`src/rtl/uart_irq_pkg.sv`:
```
package uart_irq_pkg;

  localparam int RAW_BITS = 3;
  localparam int BIT_RX   = 0;
  localparam int BIT_TX   = 1;
  localparam int BIT_RT   = 2;

  localparam logic [1:0] ADDR_RAW    = 2'd0;
  localparam logic [1:0] ADDR_MASK   = 2'd1;
  localparam logic [1:0] ADDR_MASKED = 2'd2;
  localparam logic [1:0] ADDR_FLAGS  = 2'd3;

  typedef struct packed {
    logic setRx;
    logic clrRx;
    logic txOn;
    logic setRt;
    logic clrRt;
    logic setEmpty;
    logic clrEmpty;
    logic setFull;
    logic clrFull;
  } irqStrobes_t;

endpackage

```
`src/rtl/uart_irq_ctrl.sv`:
```
module uart_irq_ctrl
  import uart_irq_pkg::*;
#(
  parameter int DEPTH      = 16,
  parameter int IDLE_TICKS = 32,
  parameter int LVL_W      = $clog2(DEPTH + 1)
) (
  input  logic             clk,
  input  logic             rstN,
  input  logic             instantMode,
  input  logic [LVL_W-1:0] rxLevel,
  input  logic [LVL_W-1:0] txLevel,
  input  logic             rxPush,
  input  logic             rxPop,
  input  logic             baudTick,
  output irqStrobes_t      strobes
);

  localparam int CNT_W = $clog2(IDLE_TICKS + 1);
  localparam logic [LVL_W-1:0] TRIG     = LVL_W'(DEPTH / 2);
  localparam logic [LVL_W-1:0] FREE_THR = LVL_W'(DEPTH - DEPTH / 2);
  localparam logic [LVL_W-1:0] FULL_LVL = LVL_W'(DEPTH);
  localparam logic [CNT_W-1:0] CNT_MAX  = CNT_W'(IDLE_TICKS);
  localparam logic [CNT_W-1:0] CNT_LAST = CNT_W'(IDLE_TICKS - 1);

  logic             pushOk;
  logic             popOk;
  logic [LVL_W-1:0] rxNext;
  logic [CNT_W-1:0] idleCnt;
  logic             anyStrobe;
  logic             tickCounts;
  logic             timeoutHit;

  assign pushOk     = rxPush && (rxLevel < FULL_LVL);
  assign popOk      = rxPop && (rxLevel != '0);
  assign rxNext     = rxLevel + LVL_W'(pushOk) - LVL_W'(popOk);
  assign anyStrobe  = rxPush || rxPop;
  assign tickCounts = baudTick && !anyStrobe && (rxLevel != '0);
  assign timeoutHit = tickCounts && (idleCnt == CNT_LAST);

  always_ff @(posedge clk) begin
    if (!rstN) begin
      idleCnt <= '0;
    end else if (anyStrobe || (rxLevel == '0)) begin
      idleCnt <= '0;
    end else if (tickCounts && (idleCnt < CNT_MAX)) begin
      idleCnt <= idleCnt + 1'b1;
    end
  end

  always_comb begin
    strobes          = '0;
    strobes.setRx    = pushOk && (rxNext >= TRIG);
    strobes.clrRx    = popOk && (rxNext < FREE_THR);
    strobes.txOn     = (txLevel <= FREE_THR);
    strobes.setEmpty = popOk && (rxNext == '0);
    strobes.clrEmpty = pushOk;
    strobes.setFull  = pushOk && (rxNext == FULL_LVL);
    strobes.clrFull  = rxPop;
    strobes.clrRt    = popOk && (rxNext == '0);
    strobes.setRt    = (instantMode && pushOk) || timeoutHit;
  end

  p_cnt_restart_r7: assert property (@(posedge clk) disable iff (!rstN)
    anyStrobe |=> (idleCnt == '0));

  p_cnt_bound_r6: assert property (@(posedge clk) disable iff (!rstN)
    idleCnt <= CNT_MAX);

endmodule

```
`src/rtl/uart_irq_dp.sv`:
```
module uart_irq_dp
  import uart_irq_pkg::*;
#(
  parameter int REG_W = 8
) (
  input  logic                clk,
  input  logic                rstN,
  input  irqStrobes_t         strobes,
  input  logic [1:0]          regAddr,
  input  logic                regWrEn,
  input  logic [REG_W-1:0]    regWrData,
  output logic [REG_W-1:0]    regRdData,
  output logic [RAW_BITS-1:0] rawVec,
  output logic                emptyFlag,
  output logic                fullFlag,
  output logic                irqOut
);

  logic                rawRx;
  logic                rawTx;
  logic                rawRt;
  logic [RAW_BITS-1:0] maskReg;
  logic [RAW_BITS-1:0] maskedVec;

  always_ff @(posedge clk) begin
    if (!rstN) begin
      rawRx     <= 1'b0;
      rawTx     <= 1'b0;
      rawRt     <= 1'b0;
      emptyFlag <= 1'b1;
      fullFlag  <= 1'b0;
      maskReg   <= '0;
    end else begin
      rawTx <= strobes.txOn;

      if (strobes.setRx)      rawRx <= 1'b1;
      else if (strobes.clrRx) rawRx <= 1'b0;

      if (strobes.clrRt)      rawRt <= 1'b0;
      else if (strobes.setRt) rawRt <= 1'b1;

      if (strobes.setEmpty)      emptyFlag <= 1'b1;
      else if (strobes.clrEmpty) emptyFlag <= 1'b0;

      if (strobes.clrFull)      fullFlag <= 1'b0;
      else if (strobes.setFull) fullFlag <= 1'b1;

      if (regWrEn && (regAddr == ADDR_MASK)) maskReg <= regWrData[RAW_BITS-1:0];
    end
  end

  always_comb begin
    rawVec         = '0;
    rawVec[BIT_RX] = rawRx;
    rawVec[BIT_TX] = rawTx;
    rawVec[BIT_RT] = rawRt;
  end

  assign maskedVec = rawVec & maskReg;
  assign irqOut    = |maskedVec;

  always_comb begin
    case (regAddr)
      ADDR_RAW:    regRdData = REG_W'(rawVec);
      ADDR_MASK:   regRdData = REG_W'(maskReg);
      ADDR_MASKED: regRdData = REG_W'(maskedVec);
      default:     regRdData = REG_W'({fullFlag, emptyFlag});
    endcase
  end

  p_flags_exclusive_r5: assert property (@(posedge clk) disable iff (!rstN)
    !(emptyFlag && fullFlag));

  p_mask_write_r10: assert property (@(posedge clk) disable iff (!rstN)
    (regWrEn && (regAddr == ADDR_MASK)) |=> (maskReg == $past(regWrData[RAW_BITS-1:0])));

  p_irq_needs_mask_r11: assert property (@(posedge clk) disable iff (!rstN)
    irqOut |-> (maskReg != '0));

endmodule

```
`src/rtl/uart_irq_status.sv`:
```
module uart_irq_status
  import uart_irq_pkg::*;
#(
  parameter int DEPTH      = 16,
  parameter int IDLE_TICKS = 32,
  parameter int REG_W      = 8,
  parameter int LVL_W      = $clog2(DEPTH + 1)
) (
  input  logic             clk,
  input  logic             rstN,
  input  logic             instantMode,
  input  logic [LVL_W-1:0] rxLevel,
  input  logic [LVL_W-1:0] txLevel,
  input  logic             rxPush,
  input  logic             rxPop,
  input  logic             baudTick,
  input  logic [1:0]       regAddr,
  input  logic             regWrEn,
  input  logic [REG_W-1:0] regWrData,
  output logic [REG_W-1:0] regRdData,
  output logic [2:0]       rawStatus,
  output logic             rxEmpty,
  output logic             rxFull,
  output logic             irqOut
);

  irqStrobes_t strobes;

  uart_irq_ctrl #(
    .DEPTH      (DEPTH),
    .IDLE_TICKS (IDLE_TICKS),
    .LVL_W      (LVL_W)
  ) u_ctrl (
    .clk         (clk),
    .rstN        (rstN),
    .instantMode (instantMode),
    .rxLevel     (rxLevel),
    .txLevel     (txLevel),
    .rxPush      (rxPush),
    .rxPop       (rxPop),
    .baudTick    (baudTick),
    .strobes     (strobes)
  );

  uart_irq_dp #(
    .REG_W (REG_W)
  ) u_dp (
    .clk       (clk),
    .rstN      (rstN),
    .strobes   (strobes),
    .regAddr   (regAddr),
    .regWrEn   (regWrEn),
    .regWrData (regWrData),
    .regRdData (regRdData),
    .rawVec    (rawStatus),
    .emptyFlag (rxEmpty),
    .fullFlag  (rxFull),
    .irqOut    (irqOut)
  );

  p_rt_sticky_r9: assert property (@(posedge clk) disable iff (!rstN)
    (rawStatus[BIT_RT] && !(rxPop && !rxPush && (rxLevel == LVL_W'(1))))
      |=> rawStatus[BIT_RT]);

  p_pop_clears_full_r5: assert property (@(posedge clk) disable iff (!rstN)
    rxPop |=> !rxFull);

  p_tx_space_r2: assert property (@(posedge clk) disable iff (!rstN)
    (txLevel == '0) |=> rawStatus[BIT_TX]);

endmodule

```
`config.mk`:
```
export PLATFORM = sky130hd
export DESIGN_NAME = uart_irq_status
export DESIGN_NICKNAME = d
export VERILOG_FILES = /design/src/rtl/uart_irq_pkg.sv /design/src/rtl/uart_irq_ctrl.sv /design/src/rtl/uart_irq_dp.sv /design/src/rtl/uart_irq_status.sv
export SDC_FILE = /design/constraint.sdc
export NUM_CORES = 1
export LEC_CHECK = 0
export BUFFER_PORTS_ARGS = -buffer_cell sky130_fd_sc_hd__buf_4
export CAP_MARGIN = 0
export CORE_MARGIN = 3
export CORE_UTILIZATION = 42
export DETAILED_ROUTE_END_ITERATION = 6
export PLACE_DENSITY_LB_ADDON = 0.1
export SLEW_MARGIN = 10
export SYNTH_ARGS = -nofsm -noshare
export SYNTH_HDL_FRONTEND = slang
export SYNTH_SLANG_ARGS = --single-unit
```
`constraint.sdc`:
```
create_clock -name clk -period 3.1 [get_ports clk]
set_clock_uncertainty 0.05 [all_clocks]
set_input_delay 0.62 -clock clk [delete_from_list [all_inputs] [get_ports clk]]
set_output_delay 0.62 -clock clk [all_outputs]
set_load 0.01 [all_outputs]
```
Yosys cells after proc, flatten, opt, wreduce, memory -nomap -nowiden:

Index checks and enable logic that the tools add are counted.

* flip-flop bits (word level): 14
* bits of input ports: 27
* output and inout bits: 14
* logic and storage cells: 49

* add/subtract/negate cells: 3
* order comparisons: 5
* eq/ne operators: 4
* multiplexer cells: 3
* bitwise logic cells: 2
* reductions and logical operators: 25

Operators by type and width (number)
* 1-bit logical AND: 12
* 5-bit logical NOT: 2
* 3-bit one-hot mux with 3 select lines: 1
* 6-bit by 1-bit adder with 6-bit output, second input constant: 1
* 6-bit by 5-bit equality test with 1-bit output, second input constant: 1
* 6-bit less-than comparator, second input constant: 1
* 2-bit OR reduction: 3
* 5-bit by 1-bit adder with 5-bit output: 1
* 5-bit equality test, second input constant: 1
* 5-bit by 4-bit >= comparator with 1-bit output, second input constant: 1
* 5-bit by 4-bit less-or-equal comparator with 1-bit output, second input constant: 1
* 5-bit by 4-bit less-than comparator with 1-bit output, second input constant: 1
* 5-bit less-than comparator, second input constant: 1
* 5-bit nonzero test: 1
* 5-bit by 1-bit subtractor with 5-bit output: 1
* 3-bit bitwise AND: 1
* 1-bit logical OR: 3
* 3-bit OR reduction: 1
* 2-bit by 1-bit equality test with 1-bit output, second input constant: 1
* 2-bit equality test, second input constant: 1
* 2-bit logical NOT: 1
* 1-bit 2-to-1 mux: 2
* 2-bit nonzero test: 1
* 1-bit logical NOT: 1
* 1-bit inverter: 1

Longest topological paths before layout:

Gate-level depths: netlist of run 1.

* depth in word-level cells: 8
* gate-level depth with buffers: 14

Cells and area by module:

From an unflattened synthesis of run 1, not the netlist that was laid out.

* cell total of the unflattened synthesis: 120
* area total of the unflattened synthesis: 1017.2 um^2

By module, submodules not included
* uart_irq_ctrl: times used 1, cells each 68, area an instance 581.8 um^2, seq. area each 120.1 um^2
* uart_irq_dp: times used 1, cells each 52, area an instance 435.4 um^2, seq. area each 160.2 um^2

Worst setup path before layout of run 1:

OpenSTA, ideal clock, no wires.

* path type: input to register
* from: input rxLevel[2]
* to: register u_dp.rawRt
* arrival time: 2.870 ns
* path slack: 0.064 ns
* stages on the path: 14
* cells stage by stage: inv_1 ha_1 nor4b_2 nor2_1 ha_1 inv_1 ha_1 inv_1 fa_1 nand2b_1 a21oi_1 xnor2_1 nand4_1 and3_1

* word-level cells in the longest chain between the ends: 7
* elaborated cells between the ends (all ways): 13

RTL lines
* from (decl): RTL line uart_irq_status.sv:12 `input logic [LVL_W-1:0] rxLevel,`
* 5-bit less-than comparator: RTL line uart_irq_ctrl.sv:34 `assign pushOk = rxPush && (rxLevel < FULL_LVL);`
* 1-bit logical AND: RTL line uart_irq_ctrl.sv:34
* 5-bit by 1-bit adder with 5-bit output: RTL line uart_irq_ctrl.sv:36 `assign rxNext = rxLevel + LVL_W'(pushOk) - LVL_W'(popOk);`
* 5-bit by 1-bit subtractor with 5-bit output: RTL line uart_irq_ctrl.sv:36
* 5-bit logical NOT: RTL line uart_irq_ctrl.sv:60 `strobes.clrRt = popOk && (rxNext == '0);`
* 1-bit logical AND: RTL line uart_irq_ctrl.sv:60
* 2-bit OR reduction (no line)
* to (signal assigned): RTL line uart_irq_dp.sv:29 `rawRt <= 1'b0;`
* to (signal assigned): RTL line uart_irq_dp.sv:39 `if (strobes.clrRt) rawRt <= 1'b0;`
* to (signal assigned): RTL line uart_irq_dp.sv:40 `else if (strobes.setRt) rawRt <= 1'b1;`
* to (decl): RTL line uart_irq_dp.sv:21 `logic rawRt;`

Several ways; a longest one is shown, not always the timed one.
A chain may end at the register's enable or synchronous reset.

Final worst setup path of run 1:

Ends and elaborated chain as after synthesis.

==> impl_results.md, run 1 <==
* WP data required at 3.23 ns
* Critical Path End Type: flop
* Initial antenna violation count at 0
* Critical Path Start Type: input pin
* Mapped Cells at 111
* Slowest stage delay, CP at 0.39 ns
* Hold_sp: txLevel[4]
* Compound-Gate Fraction of Synth Area at 0.141
* RSZ-0062 raised after global routing: no
* Num CTS Buffers at 3
* Via density at 4.85
* Residual DRC at 0
* Routed Antenna Nets at 0
* CP startpoint: rxLevel[2]
* Xor/xnor share of the synthesized area at 0.0836
* CTS Hold Bufs at 0
* Max FO, Critical Path at 4
* Critical path type: in -> reg
* TritonRoute pass-1 iters at 4
* Largest net degree at the start of global routing at 10
* Fmax at 345 MHz
* Via count at 858
* Pint at 324 uW
* DIE WIDTH at 53.4 um
* Post-Place Worst Slack at -0.207 ns
* Slew Viols, Final at 0
* Simple-gate area share of the yosys netlist at 0.243
* H-tree depth at 1
* Final setup vio count at 0
* CTS Sinks at 14
* Ports at 41
* Vias in the first global route at 786
* Leak at 0.000610 uW
* Setup_tns at 0 ns
* Switching power of the nets at 122 uW
* R2R setup slack at 1.60 ns
* Worst-path clk slew at 0.09 ns
* Share of total power in combinational logic at 0.278
* Hold WC Path Type: in -> reg
* Die Area at 2850 sq um
* Mapped cell area at 943 sq um
* Distinct cells, synth at 33
* Core area at 2040 sq um
* Crit path cell chain: buf_4 > inv_1 > ha_1 > nor4b_4 > nor2_1 > ha_1 > inv_1 > ha_1 > inv_1 > fa_1 > nand2b_1 > a21oi_2 > xnor2_2 > nand4_1 > and3_1
* Routed len/inst at 11.2 um
* Total track usage at 0.148
* Placer Congestion at 0.722
* Mean Syn Cell Area at 8.50 sq um
* Main combinational cell family by area after synthesis: simple AND/OR/NAND/NOR gates
* Area grow syn2layout at 35.8%
* MaxCap Viol Count at 0
* Status: finished, final reports clean
* Ant diodes at 0
* Maximum VDD drop at 0.000388 V
* Power per cell area at 348 nW/um^2
* Critical Path AT at 3.03 ns
* Sequential area share after synthesis at 0.297
* IO Port Bufs at 30
* Final #Nets at 186
* Post-layout minimum cycle time at 2.90 ns
* Synth Area in Adders at 0.114
* Layout cells sized above 1 at 0.327
* Root buffer cell: clkbuf_4
* Worst setup margin at 0.202 ns
* Slowest CP cell: fa_1
* Routed wire length at 1.98 mm
* Critical R2R Launch: u_ctrl.idleCnt[5]$_SDFFE_PP0P_
* Die height at 53.4 um
* Initial Util at 0.462
* Yosys warns at 0
* Post-DP HPWL at 1.64 mm
* Seq pwr share at 0.425
* Clock tree buffer depth at 2
* CTS tree: yes
* Sw frac at 0.274
* WHS at 0.439 ns
* Yosys reg bits at 14
* Crit share post-route at 0.935
* Hold Fails Final Rpt at 0
* Overflow after GRT at 0
* Post-synthesis mux area share at 0.0106
* First-pass GRT wire length at 3.14 mm
* DRT iter0 DRCs at 13
* Std-Cell Rows at 16
* Clock power share at 0.297
* Clock latency on the worst-skew pair at 0.28 ns
==> area by class of cell <==
class                           instances  area (sq um)
Clock buffer                            4          36.3
Fill cell                             195           761
Inverter                               11          41.3
Multi-Input combinational cell         82           597
Sequential cell                        14           280
Tap cell                               27          33.8
Timing Repair Buffer                   39           293
==> final timing paths <==
check	end	depth (start not counted)
worst max-delay path	u_dp.rawRt$_SDFFE_PP0P_	15
worst min-delay path	u_dp.rawTx$_SDFF_PN0_	2
worst max register to register	u_ctrl.idleCnt[3]$_SDFFE_PP0P_	5
worst min register to register	u_dp.emptyFlag$_SDFFE_PP1N_	2
==> flip-flops by register name, indices dropped and copies added, names as in the netlist <==
signal	flops
u_dp.rawTx	1
u_dp.emptyFlag	1
u_dp.rawRx	1
u_dp.maskReg	3
u_dp.rawRt	1
u_ctrl.idleCnt	6
u_dp.fullFlag	1
==> worst max-delay path, delay by kind of cell <==
| family | cells | cell delay (ns) |
|---|---|---|
| AOI/OAI and AO/OA | 1 | 0.16 |
| xor gates and xnor gates | 1 | 0.15 |
| adders and majority gates | 4 | 0.96 |
| and+or+nand+nor | 5 | 0.84 |
| buffers and inverters | 4 | 0.27 |
==> cells by family after synthesis <==
logic type,after synthesis
and+or+nand+nor,40
AOI/OAI and AO/OA,19
buffers and inverters,19
DFF,14
xor gates and xnor gates,9
adders and majority gates,8
other,1
muxes,1
==> repair_timing <==
| action | CTS | global route |
|---|---|---|
| buffers inserted | 0 | 1 |
| endpoints found under the setup margin | 0 | 3 |
| gates resized for setup | 0 | 3 |
==> power groups by stage <==
stage	Clock, uW	Sequential [uW]	Combinational [uW]
2_1_floorplan	0	193	71.9
3_3_place_gp	0	194	115
3_5_place_dp	0	194	118
4_1_cts	135	190	119
5_1_grt	143	191	138
6_report	132	190	124
==> cell usage in the layout, fill, tap and decap left out, types with 2 or more instances in the layout <==
master,count
a21boi_0,3
a21oi_1,3
a31oi_1,3
buf_4,39
clkbuf_4,3
conb_1,5
dfxtp_1,14
ha_1,7
inv_1,11
nand2_1,9
nand2b_1,2
nand3_1,6
nand4_1,2
nor2_1,12
nor3b_1,2
o22ai_1,2
xnor2_1,6
xor2_1,2
==> cells in the mapped netlist, drive strengths merged <==
cell	n	area [sq um]
a21boi	3	22.5
a21o	1	7.51
a21oi	4	20.0
a222oi	1	10.0
a31oi	3	18.8
a32o	1	10.0
and3	1	6.26
and4	1	11.3
buf	8	60.1
conb	1	3.75
dfxtp	14	280
fa	1	20.0
ha	7	87.6
inv	11	41.3
mux2i	1	10.0
nand2	9	33.8
nand2b	2	12.5
nand3	6	30.0
nand4	2	12.5
nor2	12	45.0
nor2b	1	6.26
nor3b	4	46.3
nor4b	1	15.0
nor4bb	1	10.0
o211a	1	10.0
o21a	1	7.51
o21ai	1	5.00
o22ai	2	12.5
o31a	1	8.76
xnor2	7	61.3
xor2	2	17.5
==> layer usage <==
layer,vias up,track usage,share of wire
met2,32,0.265,0.45
met3,0,0.0563,0.099
met5,-,0,0
li1,448,-,-
met4,0,0.0128,0
met1,378,0.171,0.45
==> metrics by stage <==
stage	instance area, sq um	power [uW]	std cells	utilization
after floorplan	958	265	115	-
after CTS	1250	444	176	0.614
after global routing	1280	472	177	0.627
after detailed placement	1220	313	172	0.596
final	1280	446	177	0.627
after global placement	1220	309	172	0.596
No activity file was read; power rests on OpenSTA's default activity.
==> run 2: changes to the inputs <==
- CELL_PAD_IN_SITES_DETAIL_PLACEMENT: default -> 1
- CELL_PAD_IN_SITES_GLOBAL_PLACEMENT: default -> 1
- CORE_UTILIZATION: 42 -> 30
- REMOVE_ABC_BUFFERS: default -> 1
==> run 2 against run 1 <==
Maximum frequency is 1.5% higher; worst setup slack improved by 0.043 ns; wire length grew 19%; core utilization fell by 18 points; non-clock buffer count shrank 1; combinational power hardly changed; highest routed layer is now met4; critical endpoint is now u_dp.fullFlag$_SDFFE_PP0P_.
==> impl_results.md, run 2 (synthesis gave the netlist of run 1 again) <==
* Status: finished, final reports clean
* Die Area at 3850 sq um (+35%)
* CTS Hold Bufs at 0 (unchanged)
* Root buffer cell: clkbuf_4
* CTS Sinks at 14 (unchanged)
* Worst setup margin at 0.245 ns (+0.0433 ns)
* Routed len/inst at 12.4 um (+10%)
* Max reg flops at 6 (unchanged)
* # fillers at 357 (+83%)
* Crit Reg-Reg Endpoint: u_ctrl.idleCnt[3]$_SDFFE_PP0P_
* Placer Congestion at 0.755 (+4.6%)
* Max FO, Critical Path at 4 (unchanged)
* Residual DRC at 0 (unchanged)
* Num CTS Buffers at 3 (unchanged)
* MaxCap Viol Count at 0 (unchanged)
* Ports at 41 (unchanged)
* Worst-path clk slew at 0.09 ns (about the same)
* Critical path type: in -> reg
* Routed wire length at 2.36 mm (+19%)
* IO Port Bufs at 30 (unchanged)
* Leak at 0.000605 uW (-0.93%)
* TritonRoute pass-1 iters at 4 (unchanged)
* Hold WC Path Type: in -> reg
* First-pass GRT wire length at 3.95 mm (+26%)
* Clock latency on the worst-skew pair at 0.28 ns (about the same)
* Worst hold endpoint: u_dp.rawTx$_SDFF_PN0_
* Core area at 2880 sq um (+41%)
* Post-Place Worst Slack at -0.211 ns (-0.00417 ns)
* Via count at 894 (+4.2%)
* Sequential standard cell area at 280 sq um (unchanged)
* Reg with most FFs: u_ctrl.idleCnt
* CTS tree: yes
* Dpl cell area at 1240 sq um (+1.5%)
* Non-Filler Instances at 191 (+7.9%)
* Initial Util at 0.328 (-0.134)
* Vias in the first global route at 933 (+19%)
* Area grow syn2layout at 37.5%
* Layout cells sized above 1 at 0.336 (+0.00890)
* Hold Crit Depth at 2 (unchanged)
* DRT iter0 DRCs at 23 (+10)
* Std-Cell Rows at 19 (+3)
* Slew Viols, Final at 0 (unchanged)
* Post-layout minimum cycle time at 2.86 ns (-0.0433 ns)
* Final setup vio count at 0 (unchanged)
* Routed Antenna Nets at 0 (unchanged)
* WP data required at 3.28 ns (+0.05 ns)
* PnR Total Power at 450 uW (+0.96%)
* DIE WIDTH at 62.1 um (+16%)
* Final Util at 0.451 (-0.176)
* Critical Path Start Type: input pin
* R2R setup slack at 1.55 ns (-0.05 ns)
* Largest net degree at the start of global routing at 10 (unchanged)
* Clock tree buffer depth at 2 (unchanged)
* Commonest non-fill, non-tap cell in the layout: buf_4
* Maximum VDD drop at 0.000260 V (-33%)
* CP startpoint: rxLevel[2]
* Top flop regs: u_ctrl.idleCnt x6, u_dp.maskReg x3
* Critical Path AT at 3.04 ns (about the same)
* Die height at 62.1 um (+16%)
* Reg2reg path depth at 5 (unchanged)
* Crit share post-route at 0.921 (-0.0140)
* Total track usage at 0.136 (-0.0121)
* Post-DP HPWL at 1.97 mm (+20%)
* Area occupied by multi-input gates at 602 sq um (+0.84%)
* Via density at 4.68 (-3.4%)
* Cell count after placement at 187 (+8.7%)
* Power per cell area at 347 nW/um^2 (-0.30%)
* Initial antenna violation count at 0 (unchanged)
* Hold Fails Final Rpt at 0 (unchanged)
* Hold_sp: txLevel[4]
* Overflow after GRT at 0 (unchanged)
* Fmax at 350 MHz (+1.5%)
* Most frequent cells in the layout: 38 x buf_4, 14 x dfxtp_1, 11 x inv_1, 11 x nor2_1, 9 x nand2_1
* Critical R2R Launch: u_ctrl.idleCnt[5]$_SDFFE_PP0P_
* Final #Nets at 185 (-0.54%)
* # Post-CTS Setup Buffers at 0 (unchanged)
* Ant diodes at 0 (unchanged)
* H-tree depth at 1 (unchanged)
* Final instance area at 1300 sq um (+1.3%)
* Critical Path End Type: flop
* RSZ-0062 raised after global routing: no
## run 2: cell types whose count changed in the layout (fill, tap and decap cells not counted), sizes merged
cell	delta
buf	-1
## run 2: worst max-delay path by stage
stage | endpoint | slack, ns | cells after the start
global route | u_dp.rawRt$_SDFFE_PP0P_ | 0.03 | 15
global placement | u_dp.rawRt$_SDFFE_PP0P_ | -0.18 | 15
CTS | u_dp.rawRt$_SDFFE_PP0P_ | 0.08 | 15
detailed placement | u_dp.rawRt$_SDFFE_PP0P_ | -0.21 | 15
floorplan | u_dp.rawRt$_SDFFE_PP0P_ | 0.06 | 14
finish | u_dp.fullFlag$_SDFFE_PP0P_ | 0.24 | 15
## run 2: where the power goes
group / total (uW) / switching [uW] / internal [uW]
clock network: 135 / 63.4 / 71.4
registers: 190 / 5.13 / 185
logic: 125 / 58.3 / 67.1
total: 450 / 127 / 324
## run 2: layout make-up
cell class	count	area share
clock buffers	4	0.0280
multi-input cells	82	0.464
repair buffers	38	0.220
well taps	42	0.0405
flip-flops and latches	14	0.216
inverters	11	0.0318
## run 2: worst max-delay path, cell delays in order
cell,delay [ns]
buf_4,0.11
inv_1,0.06
ha_1,0.15
nor4b_4,0.24
nor2_2,0.07
ha_1,0.27
inv_1,0.06
ha_1,0.16
inv_1,0.06
fa_2,0.34
nand2b_1,0.17
a21oi_2,0.18
xnor2_2,0.11
nor4bb_1,0.27
o211a_1,0.16
## run 2: per-stage QoR
stage / hold WS, ns / setup TNS (ns)
2_1_floorplan: 0.406 / 0
3_3_place_gp: 0.432 / -0.465
3_5_place_dp: 0.444 / -0.603
4_1_cts: 0.423 / 0
5_1_grt: 0.414 / 0
6_report: 0.434 / 0
## run 2: layer usage
metal / share of wire / vias to the layer above / track usage
met2: 0.47 / 37 / 0.240
met1: 0.43 / 407 / 0.159
met5: 0 / - / 0
met3: 0.084 / 4 / 0.0496
met4: 0.012 / 0 / 0.0273
li1: - / 446 / -
## run 2: timing repair
item / CTS / global route
setup endpoints to repair: 0 / 4
endpoints found under the hold margin: 0 / 0
gates resized for setup: 0 / 5
